===== src/rtl/evc_pkg.sv =====
package evc_pkg;
  localparam int CTL_W    = 9;
  localparam int B_GFRZ   = 0;
  localparam int B_FZUSR  = 1;
  localparam int B_FZSUP  = 2;
  localparam int B_FZHYP  = 3;
  localparam int B_AEN    = 4;
  localparam int B_FOA    = 5;
  localparam int B_CE1    = 6;
  localparam int B_CEN    = 7;
  localparam int B_FLAG   = 8;
  localparam logic [CTL_W-1:0] CTL_RESET = 9'h001;

  typedef enum logic [1:0] {
    MODE_USER = 2'd0,
    MODE_SUP  = 2'd1,
    MODE_HYP  = 2'd2,
    MODE_NONE = 2'd3
  } cpu_mode_e;
endpackage


===== src/rtl/evc_counter.sv =====
module evc_counter #(
  parameter int W = 32
) (
  input  logic         clk,
  input  logic         rst,
  input  logic         wr_en,
  input  logic [W-1:0] wr_data,
  input  logic         inc,
  output logic [W-1:0] cnt_o
);
  logic [W-1:0] cnt_q;

  always_ff @(posedge clk) begin
    if (rst)        cnt_q <= '0;
    else if (wr_en) cnt_q <= wr_data;
    else if (inc)   cnt_q <= cnt_q + W'(1);
  end

  assign cnt_o = cnt_q;

  // software write wins over an event
  a_r6_write_wins: assert property (@(posedge clk) disable iff (rst)
    wr_en |=> cnt_o == $past(wr_data));
  // one step per enabled event, modulo 2^W
  a_r3_step: assert property (@(posedge clk) disable iff (rst)
    (!wr_en && inc) |=> cnt_o == $past(cnt_o) + W'(1));
  // no write and no event leaves the count alone
  a_r4_hold: assert property (@(posedge clk) disable iff (rst)
    (!wr_en && !inc) |=> $stable(cnt_o));
endmodule


===== src/rtl/evc_ctrl.sv =====
module evc_ctrl
  import evc_pkg::*;
(
  input  logic             clk,
  input  logic             rst,
  input  logic             wr_en,
  input  logic [CTL_W-1:0] wr_data,
  input  logic             ovf_first,
  input  logic             ovf_rest,
  output logic [CTL_W-1:0] ctl_o,
  output logic             alert_hold_o,
  output logic             irq_o
);
  logic [CTL_W-1:0] ctl_q, ctl_d;
  logic             alert_cond;

  assign alert_cond = ctl_q[B_AEN] &
                      ((ctl_q[B_CE1] & ovf_first) | (ctl_q[B_CEN] & ovf_rest));

  always_comb begin
    ctl_d = wr_en ? wr_data : ctl_q;
    if (alert_cond) begin
      ctl_d[B_FLAG] = 1'b1;
      if (ctl_q[B_FOA]) ctl_d[B_GFRZ] = 1'b1;
    end
  end

  always_ff @(posedge clk) begin
    if (rst) ctl_q <= CTL_RESET;
    else     ctl_q <= ctl_d;
  end

  assign ctl_o        = ctl_q;
  assign alert_hold_o = alert_cond & ctl_q[B_FOA];
  assign irq_o        = ctl_q[B_FLAG] & ctl_q[B_AEN];

  // an eligible overflow with alerts enabled sets the flag
  a_r7_flag_sets: assert property (@(posedge clk) disable iff (rst)
    (ctl_q[B_AEN] && ctl_q[B_CE1] && ovf_first) |=> ctl_o[B_FLAG]);
  // counters 2..N raise the flag only through their own enable
  a_r8_rest_sets: assert property (@(posedge clk) disable iff (rst)
    (ctl_q[B_AEN] && ctl_q[B_CEN] && ovf_rest) |=> ctl_o[B_FLAG]);
  // freeze-on-alert sets the global freeze with the flag
  a_r9_freeze_on_alert: assert property (@(posedge clk) disable iff (rst)
    (alert_cond && ctl_q[B_FOA]) |=> (ctl_o[B_GFRZ] && ctl_o[B_FLAG]));
endmodule


===== src/rtl/evc_bank.sv =====
module evc_bank
  import evc_pkg::*;
#(
  parameter int NUM_CTR = 8,
  parameter int CTR_W   = 32,
  parameter int ADDR_W  = 4
) (
  input  logic               clk,
  input  logic               rst,
  input  logic               reg_we,
  input  logic [ADDR_W-1:0]  reg_addr,
  input  logic [CTR_W-1:0]   reg_wdata,
  output logic [CTR_W-1:0]   reg_rdata,
  input  logic [NUM_CTR-1:0] evt,
  input  logic [1:0]         cpu_mode,
  output logic               irq
);
  localparam int FLAT_W = NUM_CTR * CTR_W;

  logic [FLAT_W-1:0]  cnt_flat;
  logic [NUM_CTR-1:0] msb;
  logic [CTL_W-1:0]   ctl;
  logic               alert_hold, mode_frz, frozen, ovf_rest, ctl_we;
  logic [CTR_W-1:0]   rd_mux;

  assign ctl_we = reg_we && (reg_addr == '0);

  always_comb begin
    case (cpu_mode_e'(cpu_mode))
      MODE_USER: mode_frz = ctl[B_FZUSR];
      MODE_SUP:  mode_frz = ctl[B_FZSUP];
      MODE_HYP:  mode_frz = ctl[B_FZHYP];
      default:   mode_frz = 1'b0;
    endcase
  end

  assign frozen = ctl[B_GFRZ] | mode_frz | alert_hold;

  for (genvar i = 0; i < NUM_CTR; i++) begin : g_ctr
    logic wr_i;
    assign wr_i = reg_we && (reg_addr == ADDR_W'(i + 1));
    evc_counter #(.W(CTR_W)) u_ctr (
      .clk     (clk),
      .rst     (rst),
      .wr_en   (wr_i),
      .wr_data (reg_wdata),
      .inc     (evt[i] & ~frozen),
      .cnt_o   (cnt_flat[i*CTR_W +: CTR_W])
    );
    assign msb[i] = cnt_flat[i*CTR_W + CTR_W - 1];
  end

  if (NUM_CTR > 1) begin : g_rest
    assign ovf_rest = |msb[NUM_CTR-1:1];
  end else begin : g_single
    assign ovf_rest = 1'b0;
  end

  evc_ctrl u_ctrl (
    .clk          (clk),
    .rst          (rst),
    .wr_en        (ctl_we),
    .wr_data      (reg_wdata[CTL_W-1:0]),
    .ovf_first    (msb[0]),
    .ovf_rest     (ovf_rest),
    .ctl_o        (ctl),
    .alert_hold_o (alert_hold),
    .irq_o        (irq)
  );

  always_comb begin
    rd_mux = '0;
    if (reg_addr == '0) rd_mux = CTR_W'(ctl);
    for (int i = 0; i < NUM_CTR; i++)
      if (reg_addr == ADDR_W'(i + 1)) rd_mux = cnt_flat[i*CTR_W +: CTR_W];
  end

  always_ff @(posedge clk) begin
    if (rst) reg_rdata <= '0;
    else     reg_rdata <= rd_mux;
  end

  // unmapped indices read as zero
  a_r2_bad_index: assert property (@(posedge clk) disable iff (rst)
    (reg_addr > ADDR_W'(NUM_CTR)) |=> reg_rdata == '0);
  // with the global freeze set and no write, the whole bank holds
  a_r4_global_freeze: assert property (@(posedge clk) disable iff (rst)
    (ctl[B_GFRZ] && !reg_we) |=> $stable(cnt_flat));
  // no request without alert enable
  a_r10_irq_needs_enable: assert property (@(posedge clk) disable iff (rst)
    !ctl[B_AEN] |-> !irq);
endmodule


===== config.mk =====
export PLATFORM = sky130hd
export DESIGN_NAME = evc_bank
export DESIGN_NICKNAME = d
export VERILOG_FILES = /design/src/rtl/evc_pkg.sv /design/src/rtl/evc_counter.sv /design/src/rtl/evc_ctrl.sv /design/src/rtl/evc_bank.sv
export SDC_FILE = /design/constraint.sdc
export NUM_CORES = 1
export LEC_CHECK = 0
export BUFFER_PORTS_ARGS = -buffer_cell sky130_fd_sc_hd__buf_4
export CAP_MARGIN = 40
export CORE_MARGIN = 3
export CORE_UTILIZATION = 60
export DETAILED_ROUTE_END_ITERATION = 6
export PLACE_DENSITY = 0.75
export SYNTH_ARGS = -nofsm -noshare
export SYNTH_HDL_FRONTEND = slang
export SYNTH_SLANG_ARGS = --single-unit

===== constraint.sdc =====
create_clock -name clk -period 4.2 [get_ports clk]
set_input_delay 0.42 -clock clk [delete_from_list [all_inputs] [get_ports clk]]
set_output_delay 0.42 -clock clk [all_outputs]
set_load 0.1 [all_outputs]

==> results by group, run 1 <==
CTS
  • Worst skew pair latency: about 0.53 ns
  • Root Buffer Master: clkbuf_16
  • CTS Hold Buffers Added: 0
  • CTS sink count: 297
  • CTS tree: done
  • Clock transition at path regs: 0.06 ns
  • CTS Buf Count: 36
  • H-tree depth: 2
  • Post-CTS Setup Bufs: 0
  • Post-cts gate resize count: 0
  • Maximum root-to-sink buffer count: 3

STA
  • Setup TNS: 0 ns
  • Layout Skew: roughly 0.015 ns
  • Max Clock Freq: around 310 MHz
  • Rel. slew slack: between 30% and 40%
  • Final Slew Violations: 0
  • RSZ-0062 raised after global routing: false
  • Final number of setup-violating endpoints: 0
  • Tmin final: around 3.2 ns
  • Period utilization: between 70% and 80%
  • Fin. Hold Viols: 0
  • Slew @ Worst Pin: ~1.0 ns

Detailed routing
  • Avg WL per Cell: between 20 and 25 µm
  • Router iterations before antenna repair: 7
  • Post-Route WL: between 60000 and 70000 µm
  • Final ANT Viol Nets: 0
  • Drt initial violations: approximately 2800
  • Total number of vias: 17500
  • Avg Vias per Cell: slightly below 7
  • Number of remaining DRC errors: 0

Synthesis
  • Sequential share of the synthesized area: between 30% and 40%
  • Synth Warn #: 0
  • Top-area cell type share of the netlist area: 34.1%
  • Most used flip-flop cell after synthesis: dfxtp_1
  • Post-synth EDFFs: 0
  • Synth area leaders: dfxtp_1 (34%), a211oi_1 (9.5%), nor2_1 (7.2%)
  • Ys async rst share: 0%
  • Synth Cell Area: around 0.017 mm²
  • Post-synthesis cell count: ~2200
  • Cell taking the most area after synthesis: dfxtp_1
  • Seq cells post-synth: 297
  • Library cells used by synthesis: 73
  • Synthesized area per cell: roughly 8 µm²
  • Net count of the mapped netlist: about 2300

Global route
  • Largest net degree at the start of global routing: about 140
  • Vias in the first global route: about 16000
  • GRT Total Usage: 39.7%
  • Global route overflow: 0
  • Initial antenna violation count: 0
  • First-pass GRT wire length: 96200 µm

Critical path
  • Critical Path Sink Type: flop
  • CP Launch Type: flop
  • Crit-path max cell delay: 0.72 ns
  • Maximum fanout along the worst path: 33
  • Slowest-stage cell, CP: nor3_4
  • Crit path DAT: about 3.6 ns
  • Critical Path RT: between 4 and 5 ns
  • Setup slack, reg-to-reg: ~1 ns
  • WS Path Type: flop to flop
  • CP Cell Sequence: nor3_1, a21oi_1, nor3_4, buf_4, nand4_1, xor2_1, a211oi_1

Finish
  • Antenna Cells: 0
  • Area grow syn2layout: 9.93%
  • Final Cell Area: 0.0192 mm²
  • Nets: ~2200
  • Finished Core Util: around 68%
  • Final std cells w/o fill: roughly 2600
  • Most frequent cells in the layout: nor2_1 (334), dfxtp_1 (297), a211oi_1 (220), nand2_1 (141), xor2_1 (117)
  • Filler cells: between 2000 and 2500
  • Share of cells above drive strength 1: approximately 10%
  • Commonest non-fill, non-tap cell in the layout: nor2_1

Die
  • Core Area: 0.0282 mm²
  • Die Ht: ~180 µm
  • Chip width: 176 µm
  • Row cnt: approximately 60
  • Initial Util: about three fifths
  • Die area: between 0.03 and 0.04 mm²
  • Ports: 82

Hold path
  • HP Class: input port to flop

Pwr
  • PwrDens: about 340 mW/mm²
  • Maximum vdd ir drop: 0.282 mV
  • Pleak: 0.00629 µW

Placed design
  • Post-Place Cells: around 2500
  • GPL Wtd Cong: about 1.0
  • DP HPWL: 44900 µm
  • Port buffer count: 81
  • Placed inst area: between 0.015 and 0.02 mm²

Flow run
  • Max_cap viols: 0

Run status
  • Status: completed
## cells by family (layout without fill, tap and decap cells)
| logic type | Yosys count | count (layout) | synth area share [%] |
|---|---|---|---|
| multiplexers | 71 | 71 | 4.26 |
| AND/OR/NAND/NOR | 925 | 925 | 26.6 |
| AO/OA/AOI/OAI | 446 | 446 | 17.7 |
| flip-flops | 297 | 297 | 34.1 |
| XOR/XNOR | 228 | 228 | 11.4 |
| buffers and inverters | 219 | 199 | 5.32 |
| adder cells (fa/ha/maj) | 8 | 8 | 0.574 |
## cell type report
type                            instances  area (µm²)  share of cell area, %
Multi-Input combinational cell       1678       10600                   55.3
Sequential cell                       297        5950                   31.0
Clock buffer                           48         987                   5.15
Timing Repair Buffer                  112         918                   4.79
Tap cell                              378         473                   2.47
Clock inverter                         12         141                  0.737
Inverter                               27         101                  0.529
## where the power goes
part | total, µW | switching, µW | internal [µW]
Combinational | 547 | 390 | 157
Clock | 3090 | 1260 | 1830
Sequential | 2960 | 82.2 | 2880
## metrics by stage
step / hold WS, ns / total power [µW] / setup slack (ns)
4_1_cts: 0.224 / 6570 / 1.17
3_5_place_dp: 0.512 / 3540 / 1.07
6_report: 0.229 / 6600 / 1.00
2_1_floorplan: 0.453 / 3340 / 1.97
5_1_grt: 0.232 / 6740 / 0.803
3_3_place_gp: 0.504 / 3540 / 1.16
## per-layer routing
metal  GRT usage, %  share of wire (%)
met1           54.0                 39
met2           60.9                 44
met3           7.68                 12
met4           18.5                5.1
met5              0                  0
## path summary, 6_finish.rpt
check	start	endpoint	depth (start not counted)
hold / removal	evt[4]	g_ctr[4].u_ctr.cnt_o[1]	3
setup / recovery	g_ctr[3].u_ctr.cnt_o[31]	g_ctr[0].u_ctr.cnt_o[15]	7
setup reg to reg	g_ctr[3].u_ctr.cnt_o[31]	g_ctr[0].u_ctr.cnt_o[15]	7
hold reg to reg	g_ctr[6].u_ctr.cnt_o[1]	g_ctr[6].u_ctr.cnt_o[1]	2
## critical path, delay by kind of cell, from the launching register on
| kind | cells | cell delay [ns] |
|---|---|---|
| compound gates | 2 | 0.60 |
| xor+xnor | 1 | 0.18 |
| buf+inv | 1 | 0.53 |
| flops | 1 | 0.34 |
| simple gates | 3 | 1.38 |
## cells in the mapped netlist (16+ instances only)
cell type	instances
mux2_2	16
buf_2	19
nand4_1	111
nor2_1	334
nor3_1	67
a211oi_1	220
mux2i_1	54
a311oi_1	20
a21oi_1	52
dfxtp_1	297
xor2_1	117
nand2_1	143
and4_1	25
buf_1	16
inv_1	26
and3_1	31
xnor2_1	111
nand3_1	92
nor4_1	34
clkbuf_1	134
or3_1	18
o21ai_0	82
## flip-flops by register name, summed over array words and instances, names as in the netlist
name               cells
g_ctr.u_ctr.cnt_o    256
reg_rdata             32
u_ctrl.ctl_o           9
Note: power is estimated with default switching activity, not from simulation.
==> run 2, diff against run 1 <==
- clock period: 4.2 -> 3.3 ns (I/O delays scaled with it)
==> run 2 against run 1 <==
Worst hold slack got worse by 0.071 ns; via count increased by 0.49%; critical path depth decreased by 1; critical endpoint is now g_ctr[7].u_ctr.cnt_o[21]; highest routed layer is now met5.
==> results by group, run 2 (same netlist as run 1, synthesis figures left out) <==
Run status
  • Status: completed

Pwr
  • Pleak: 0.00639 µW (+1.5%)
  • Maximum vdd ir drop: 0.537 mV (+90%)
  • PwrDens: 442 mW/mm² (+29%)
  • Total Power: 8560 µW (+30%)

Flow run
  • Max_cap viols: 0 (unchanged)

Detailed routing
  • Metal2 WL: 28300 µm (+0.82%)
  • Avg Vias per Cell: 6.84 (-0.18%)
  • Highest Signal Layer: met5
  • Post-Route WL: 65400 µm (+2.9%)
  • Drt initial violations: 2480 (-12%)
  • Avg WL per Cell: 25.4 µm (+2.2%)
  • Met3 WL: 8000 µm (+6.6%)
  • Wl on met1: 25000 µm (+1.3%)
  • Router iterations before antenna repair: 5 (-2)
  • Number of remaining DRC errors: 0 (unchanged)
  • Final ANT Viol Nets: 0 (unchanged)
  • Total number of vias: 17600 (+0.49%)

CTS
  • Clock transition at path regs: 0.06 ns (about the same)
  • Root Buffer Master: clkbuf_16
  • H-tree depth: 2 (unchanged)
  • Maximum root-to-sink buffer count: 3 (unchanged)
  • CTS Buf Count: 35 (-2.8%)
  • Post-cts gate resize count: 0 (unchanged)
  • CTS Hold Buffers Added: 0 (unchanged)
  • CTS sink count: 297 (unchanged)
  • Worst skew pair latency: 0.52 ns (about the same)
  • CTS tree: done
  • Post-CTS Setup Bufs: 0 (unchanged)

Global route
  • Global route overflow: 0 (unchanged)
  • Vias in the first global route: 16100 (+1.5%)
  • Largest net degree at the start of global routing: 119 (-14%)
  • GRT Total Usage: 40.9% (+1.2 points)
  • Initial antenna violation count: 1 (+1)
  • First-pass GRT wire length: 98400 µm (+2.3%)

Critical path
  • Crit path DAT: 3.12 ns (-0.49 ns)
  • Critical Path RT: 3.73 ns (-0.89 ns)
  • Slowest-stage cell, CP: nand2_1
  • CP Launch Type: flop
  • CP Cell Sequence: nor4_2, a21o_1, nand2_1, nor4b_1, xnor2_1, a211oi_1
  • Maximum fanout along the worst path: 13 (-61%)
  • Worst path buffer plus inverter count: 0 (-1)
  • WS Path Type: flop to flop
  • Setup slack, reg-to-reg: 0.61 ns (-0.40 ns)
  • Critical Path Sink Type: flop
  • Crit-path max cell delay: 0.57 ns (-0.15 ns)
  • Delay-heaviest family, CP: simple AND/OR/NAND/NOR gates

STA
  • Layout Skew: 0.0184 ns (+0.00299 ns)
  • Fin. Hold Viols: 0 (unchanged)
  • Final number of setup-violating endpoints: 0 (unchanged)
  • Slew @ Worst Pin: 0.959 ns (-0.0905 ns)
  • Final Slew Violations: 0 (unchanged)
  • RSZ-0062 raised after global routing: false
  • Rel. slew slack: 35.8% (+5.7 points)
  • Hold Slack: 0.157 ns (-0.0714 ns)
  • Period utilization: 81.6% (+5.5 points)
  • Max Clock Freq: 371 MHz (+19%)
  • Tmin final: 2.69 ns (-0.503 ns)
  • Setup TNS: 0 ns (unchanged)

Finish
  • Antenna Cells: 0 (unchanged)
  • Register area: 0.00595 mm² (unchanged)
  • Area grow syn2layout: 10.9%
  • Share of cells above drive strength 1: 10.9% (+0.61 points)
  • Most frequent cells in the layout: nor2_1 (334), dfxtp_1 (297), a211oi_1 (220), nand2_1 (141), buf_4 (122)
  • Filler cells: 2426 (-0.29%)
  • Nets: 2224 (+0.68%)
  • Finished Core Util: 68.5% (+0.60 points)
  • Commonest non-fill, non-tap cell in the layout: nor2_1
  • Area occupied by multi-input gates: 0.0106 mm² (unchanged)
  • Final std cells w/o fill: 2569 (+0.67%)
  • Max reg flops: 256 (unchanged)

Die
  • Row cnt: 61 (unchanged)
  • Die area: 0.0312 mm² (unchanged)
  • Core Area: 0.0282 mm² (unchanged)
  • Chip width: 176 µm (unchanged)
  • Ports: 82 (unchanged)
  • Die Ht: 176 µm (unchanged)
  • Initial Util: 61.8% (unchanged)

Hold path
  • HP Class: input port to flop

Placed design
  • Post-Place Cells: 2508 (+0.64%)
  • Port buffer count: 81 (unchanged)
  • DP HPWL: 45800 µm (+1.9%)
  • GPL Wtd Cong: 0.964 (-5.4%)
==> run 2: cell types whose count changed in the layout (fill, tap and decap cells not counted), sizes merged <==
cell / delta
bufinv: +1
clkbuf: +6
clkinv: -5
buf: +16
inv: -1
==> run 2: final cells by class <==
| class | instances | area share (%) |
|---|---|---|
| Multi-Input combinational cell | 1678 | 54.8 |
| Sequential cell | 297 | 30.7 |
| Clock buffer | 54 | 5.43 |
| Timing Repair Buffer | 128 | 5.33 |
| Tap cell | 378 | 2.45 |
| Clock inverter | 7 | 0.699 |
| Inverter | 27 | 0.524 |
==> run 2: final timing paths <==
kind / end / startpoint / depth (start not counted)
hold reg to reg: g_ctr[2].u_ctr.cnt_o[26] / g_ctr[2].u_ctr.cnt_o[26] / 2
setup reg to reg: g_ctr[7].u_ctr.cnt_o[21] / g_ctr[6].u_ctr.cnt_o[31] / 6
hold / removal: g_ctr[1].u_ctr.cnt_o[1] / evt[1] / 3
setup / recovery: g_ctr[7].u_ctr.cnt_o[21] / g_ctr[6].u_ctr.cnt_o[31] / 6
==> run 2: metal layers <==
layer  track usage [%]  vias to the layer above
li1                  -                     7951
met1              55.7                     8296
met2              61.4                     1102
met3              7.91                      227
met4              21.5                        2
met5                 0                        -
==> run 2: metrics by stage <==
stage                     cell area [µm²]  setup slack, ns
final                               19300            0.607
after global routing                19300            0.392
after floorplan                     17400             1.16
after detailed placement            18200            0.669
after global placement              18100            0.693
after CTS                           19300            0.627
==> run 2: worst min-delay path: stages <==
cell and delay (ns):
buf_4 0.13, nand3_1 0.07, a311oi_1 0.08
==> run 2: power breakdown <==
group          switching [µW]  internal (µW)
combinational             509            204
clock                    1580           2500
sequential                101           3670
total                    2190           6370
==> run 3, diff against run 2 <==
- ABC_AREA: not set -> 1
- clock period: 3.3 -> 2.65 ns (I/O delays scaled with it)
==> run 3 against run 2 <==
Fmax grew 22%; total power grew 33%; clock skew grew 0.0056 ns; core utilization shrank 0.95 points; sequential share of layout area shrank 6.9 points; global-route usage grew 5.7 points; first-iteration DRC count grew 64%; synthesized area grew 30%; combinational power grew 21%; synthesized cell count grew 88%; worst hold slack lost 0.094 ns; critical path type unchanged; highest routed layer is now met4.
==> results by group, run 3 <==
Finish
  • Max reg flops: 256 (unchanged)
  • Share of cells above drive strength 1: 6.19% (-4.7 points)
  • Final Cell Area: 0.0250 mm² (+29%)
  • Commonest non-fill, non-tap cell in the layout: nand2_1
  • Most frequent cells in the layout: nand2_1 (1737), nor2_1 (587), nand3_1 (367), dfxtp_1 (297), a21oi_1 (240)
  • Nets: 4170 (+88%)
  • Filler cells: 3603 (+49%)
  • Finished Core Util: 67.5% (-0.95 points)
  • Area grow syn2layout: 10.1%

Synthesis
  • Synth Warn #: 0 (unchanged)
  • Post-synthesis cell count: 4132 (+88%)
  • Synth Area in Simple Gates: 50.8% (+24 points)
  • Sequential share of the synthesized area: 26.2% (-7.9 points)
  • Seq cells post-synth: 297 (unchanged)
  • Post-synth EDFFs: 0 (unchanged)
  • Mux contribution to synthesized area: 0% (-4.3 points)
  • Top-area cell type share of the netlist area: 28.8% (-5.3 points)
  • Synth Area in XOR/XNOR: 4.44% (-7.0 points)
  • Ys async rst share: 0% (unchanged)
  • Synthesized area per cell: 5.49 µm² (-31%)
  • Synth area leaders: nand2_1 (29%), dfxtp_1 (26%), nor2_1 (9.7%)
  • Largest family of logic cells by synthesized area: simple AND/OR/NAND/NOR gates
  • Post-synthesis adder-cell area fraction: 0.442% (-0.13 points)
  • Library cells used by synthesis: 36 (-51%)
  • Synth Area in Compound Gates: 9.83% (-7.9 points)
  • Synth Cell Area: 0.0227 mm² (+30%)
  • Net count of the mapped netlist: 4189 (+86%)
  • Most frequent cell after synthesis: nand2_1
  • Top post-synthesis cells by count: nand2_1 (1738), nor2_1 (587), nand3_1 (367)
  • Cell taking the most area after synthesis: nand2_1
  • Most used flip-flop cell after synthesis: dfxtp_1

Detailed routing
  • Total number of vias: 27400 (+56%)
  • Avg WL per Cell: 20.9 µm (-18%)
  • Number of remaining DRC errors: 0 (unchanged)
  • Final ANT Viol Nets: 0 (unchanged)
  • Router iterations before antenna repair: 6 (+1)
  • Drt initial violations: 4067 (+64%)
  • Avg Vias per Cell: 5.90 (-14%)
  • Post-Route WL: 97200 µm (+49%)

Global route
  • Initial antenna violation count: 4 (+3)
  • Largest net degree at the start of global routing: 115 (-3.4%)
  • Global route overflow: 0 (unchanged)
  • Vias in the first global route: 24300 (+51%)
  • First-pass GRT wire length: 146000 µm (+48%)
  • GRT Total Usage: 46.5% (+5.7 points)

Critical path
  • CP Launch Type: flop
  • Maximum fanout along the worst path: 31 (+18)
  • Critical Path Sink Type: flop
  • Critical Path RT: 3.10 ns (-0.63 ns)
  • Crit path DAT: 2.65 ns (-0.47 ns)
  • WS Path Type: flop to flop

CTS
  • CTS sink count: 297 (unchanged)
  • Root Buffer Master: clkbuf_16
  • Maximum root-to-sink buffer count: 3 (unchanged)
  • CTS tree: done
  • Post-CTS Setup Bufs: 0 (unchanged)
  • Post-cts gate resize count: 0 (unchanged)
  • CTS Buf Count: 38 (+8.6%)
  • Worst skew pair latency: 0.58 ns (+0.06 ns)
  • CTS Hold Buffers Added: 0 (unchanged)
  • Clock transition at path regs: 0.06 ns (about the same)
  • H-tree depth: 2 (unchanged)

STA
  • RSZ-0062 raised after global routing: false
  • Slew @ Worst Pin: 0.861 ns (-0.0978 ns)
  • Tmin final: 2.20 ns (-0.493 ns)
  • Layout Skew: 0.0241 ns (+0.00562 ns)
  • Rel. slew slack: 42.5% (+6.7 points)
  • Setup TNS: 0 ns (unchanged)
  • Hold Slack: 0.0638 ns (-0.0936 ns)
  • Final Slew Violations: 0 (unchanged)
  • Fin. Hold Viols: 0 (unchanged)
  • Max Clock Freq: 455 MHz (+22%)
  • Final number of setup-violating endpoints: 0 (unchanged)
  • Period utilization: 83.0% (+1.4 points)

Die
  • Initial Util: 61.3% (-0.43 points)
  • Chip width: 200 µm (+14%)
  • Row cnt: 70 (+15%)
  • Ports: 82 (unchanged)
  • Core Area: 0.0370 mm² (+31%)
  • Die area: 0.0402 mm² (+29%)
  • Die Ht: 200 µm (+14%)

Pwr
  • Internal: 8460 µW (+33%)
  • Switch share: 25.8% (+0.18 points)
  • Maximum vdd ir drop: 0.447 mV (-17%)
  • PwrDens: 457 mW/mm² (+3.2%)
  • Pleak: 0.00971 µW (+52%)
  • Seq pwr share: 40.0% (-4.0 points)
  • Comb power frac: 7.6% (-0.7 points)
  • Clk pwr share: 52.4% (+4.8 points)
  • NetSw: 2940 µW (+34%)
  • Total Power: 11400 µW (+33%)

Placed design
  • DP HPWL: 69600 µm (+52%)
  • Port buffer count: 81 (unchanged)
  • GPL Wtd Cong: 1.09 (+13%)
  • Placed inst area: 0.0236 mm² (+30%)

Hold path
  • HP Class: input port to flop

Flow run
  • Max_cap viols: 0 (unchanged)

Run status
  • Status: completed
run 3: worst paths after layout:
check,slack (ns),to,cells past startpoint,start
worst min register to register,0.47,u_ctrl.ctl_o[3],2,u_ctrl.ctl_o[3]
worst max register to register,0.45,g_ctr[5].u_ctr.cnt_o[31],10,g_ctr[3].u_ctr.cnt_o[31]
worst max-delay path,0.45,g_ctr[5].u_ctr.cnt_o[31],10,g_ctr[3].u_ctr.cnt_o[31]
worst min-delay path,0.06,g_ctr[6].u_ctr.cnt_o[15],5,evt[6]
run 3: cell type report:
| class | count | area [µm²] | share of cell area, % |
|---|---|---|---|
| Clock inverter | 11 | 265 | 1.06 |
| Timing Repair Buffer | 142 | 1150 | 4.60 |
| Multi-Input combinational cell | 3377 | 14900 | 59.5 |
| Clock buffer | 52 | 1140 | 4.56 |
| Inverter | 257 | 965 | 3.86 |
| Tap cell | 504 | 631 | 2.53 |
| Antenna cell | 4 | 10.0 | 0.0401 |
| Sequential cell | 297 | 5950 | 23.8 |
run 3: power by group through the flow:
| stage | Combinational, µW | Clock (µW) | Sequential [µW] |
|---|---|---|---|
| 2_1_floorplan | 402 | 0 | 4690 |
| 3_3_place_gp | 813 | 0 | 4650 |
| 3_5_place_dp | 816 | 0 | 4650 |
| 4_1_cts | 819 | 5950 | 4550 |
| 5_1_grt | 887 | 6110 | 4560 |
| 6_report | 867 | 5970 | 4560 |
run 3: logic make-up after synthesis:
| group | Yosys count |
|---|---|
| adders and majority gates | 8 |
| xor gates and xnor gates | 115 |
| buffers and inverters | 458 |
| DFF | 297 |
| and+or+nand+nor | 2825 |
| AOI/OAI and AO/OA | 429 |
run 3: stage by stage:
| stage | setup slack (ns) | cells |
|---|---|---|
| detailed placement | 0.405 | 4577 |
| global placement | 0.403 | 4577 |
| global route | 0.177 | 4640 |
| floorplan | 0.918 | 4132 |
| finish | 0.450 | 4644 |
| CTS | 0.522 | 4640 |
run 3: layer usage:
| metal | track usage [%] | share of wire (%) | vias up | wire [µm] |
|---|---|---|---|---|
| met5 | 0 | 0 | - | 0 |
| met4 | 34.6 | 9.2 | 0 | 8920 |
| met3 | 13.6 | 14 | 430 | 13700 |
| met2 | 66.4 | 40 | 1771 | 38700 |
| met1 | 59.4 | 37 | 12200 | 35800 |
| li1 | - | - | 13000 | - |
run 3: worst max-delay path: stages (launching register included):
cell,delay [ns]
dfxtp_1,0.49
nor2_1,0.10
nand2_1,0.08
o21ai_1,0.05
nand2_1,0.09
nand3_2,0.13
buf_4,0.22
nand3_1,0.09
buf_4,0.34
nand3_1,0.11
a21oi_1,0.35
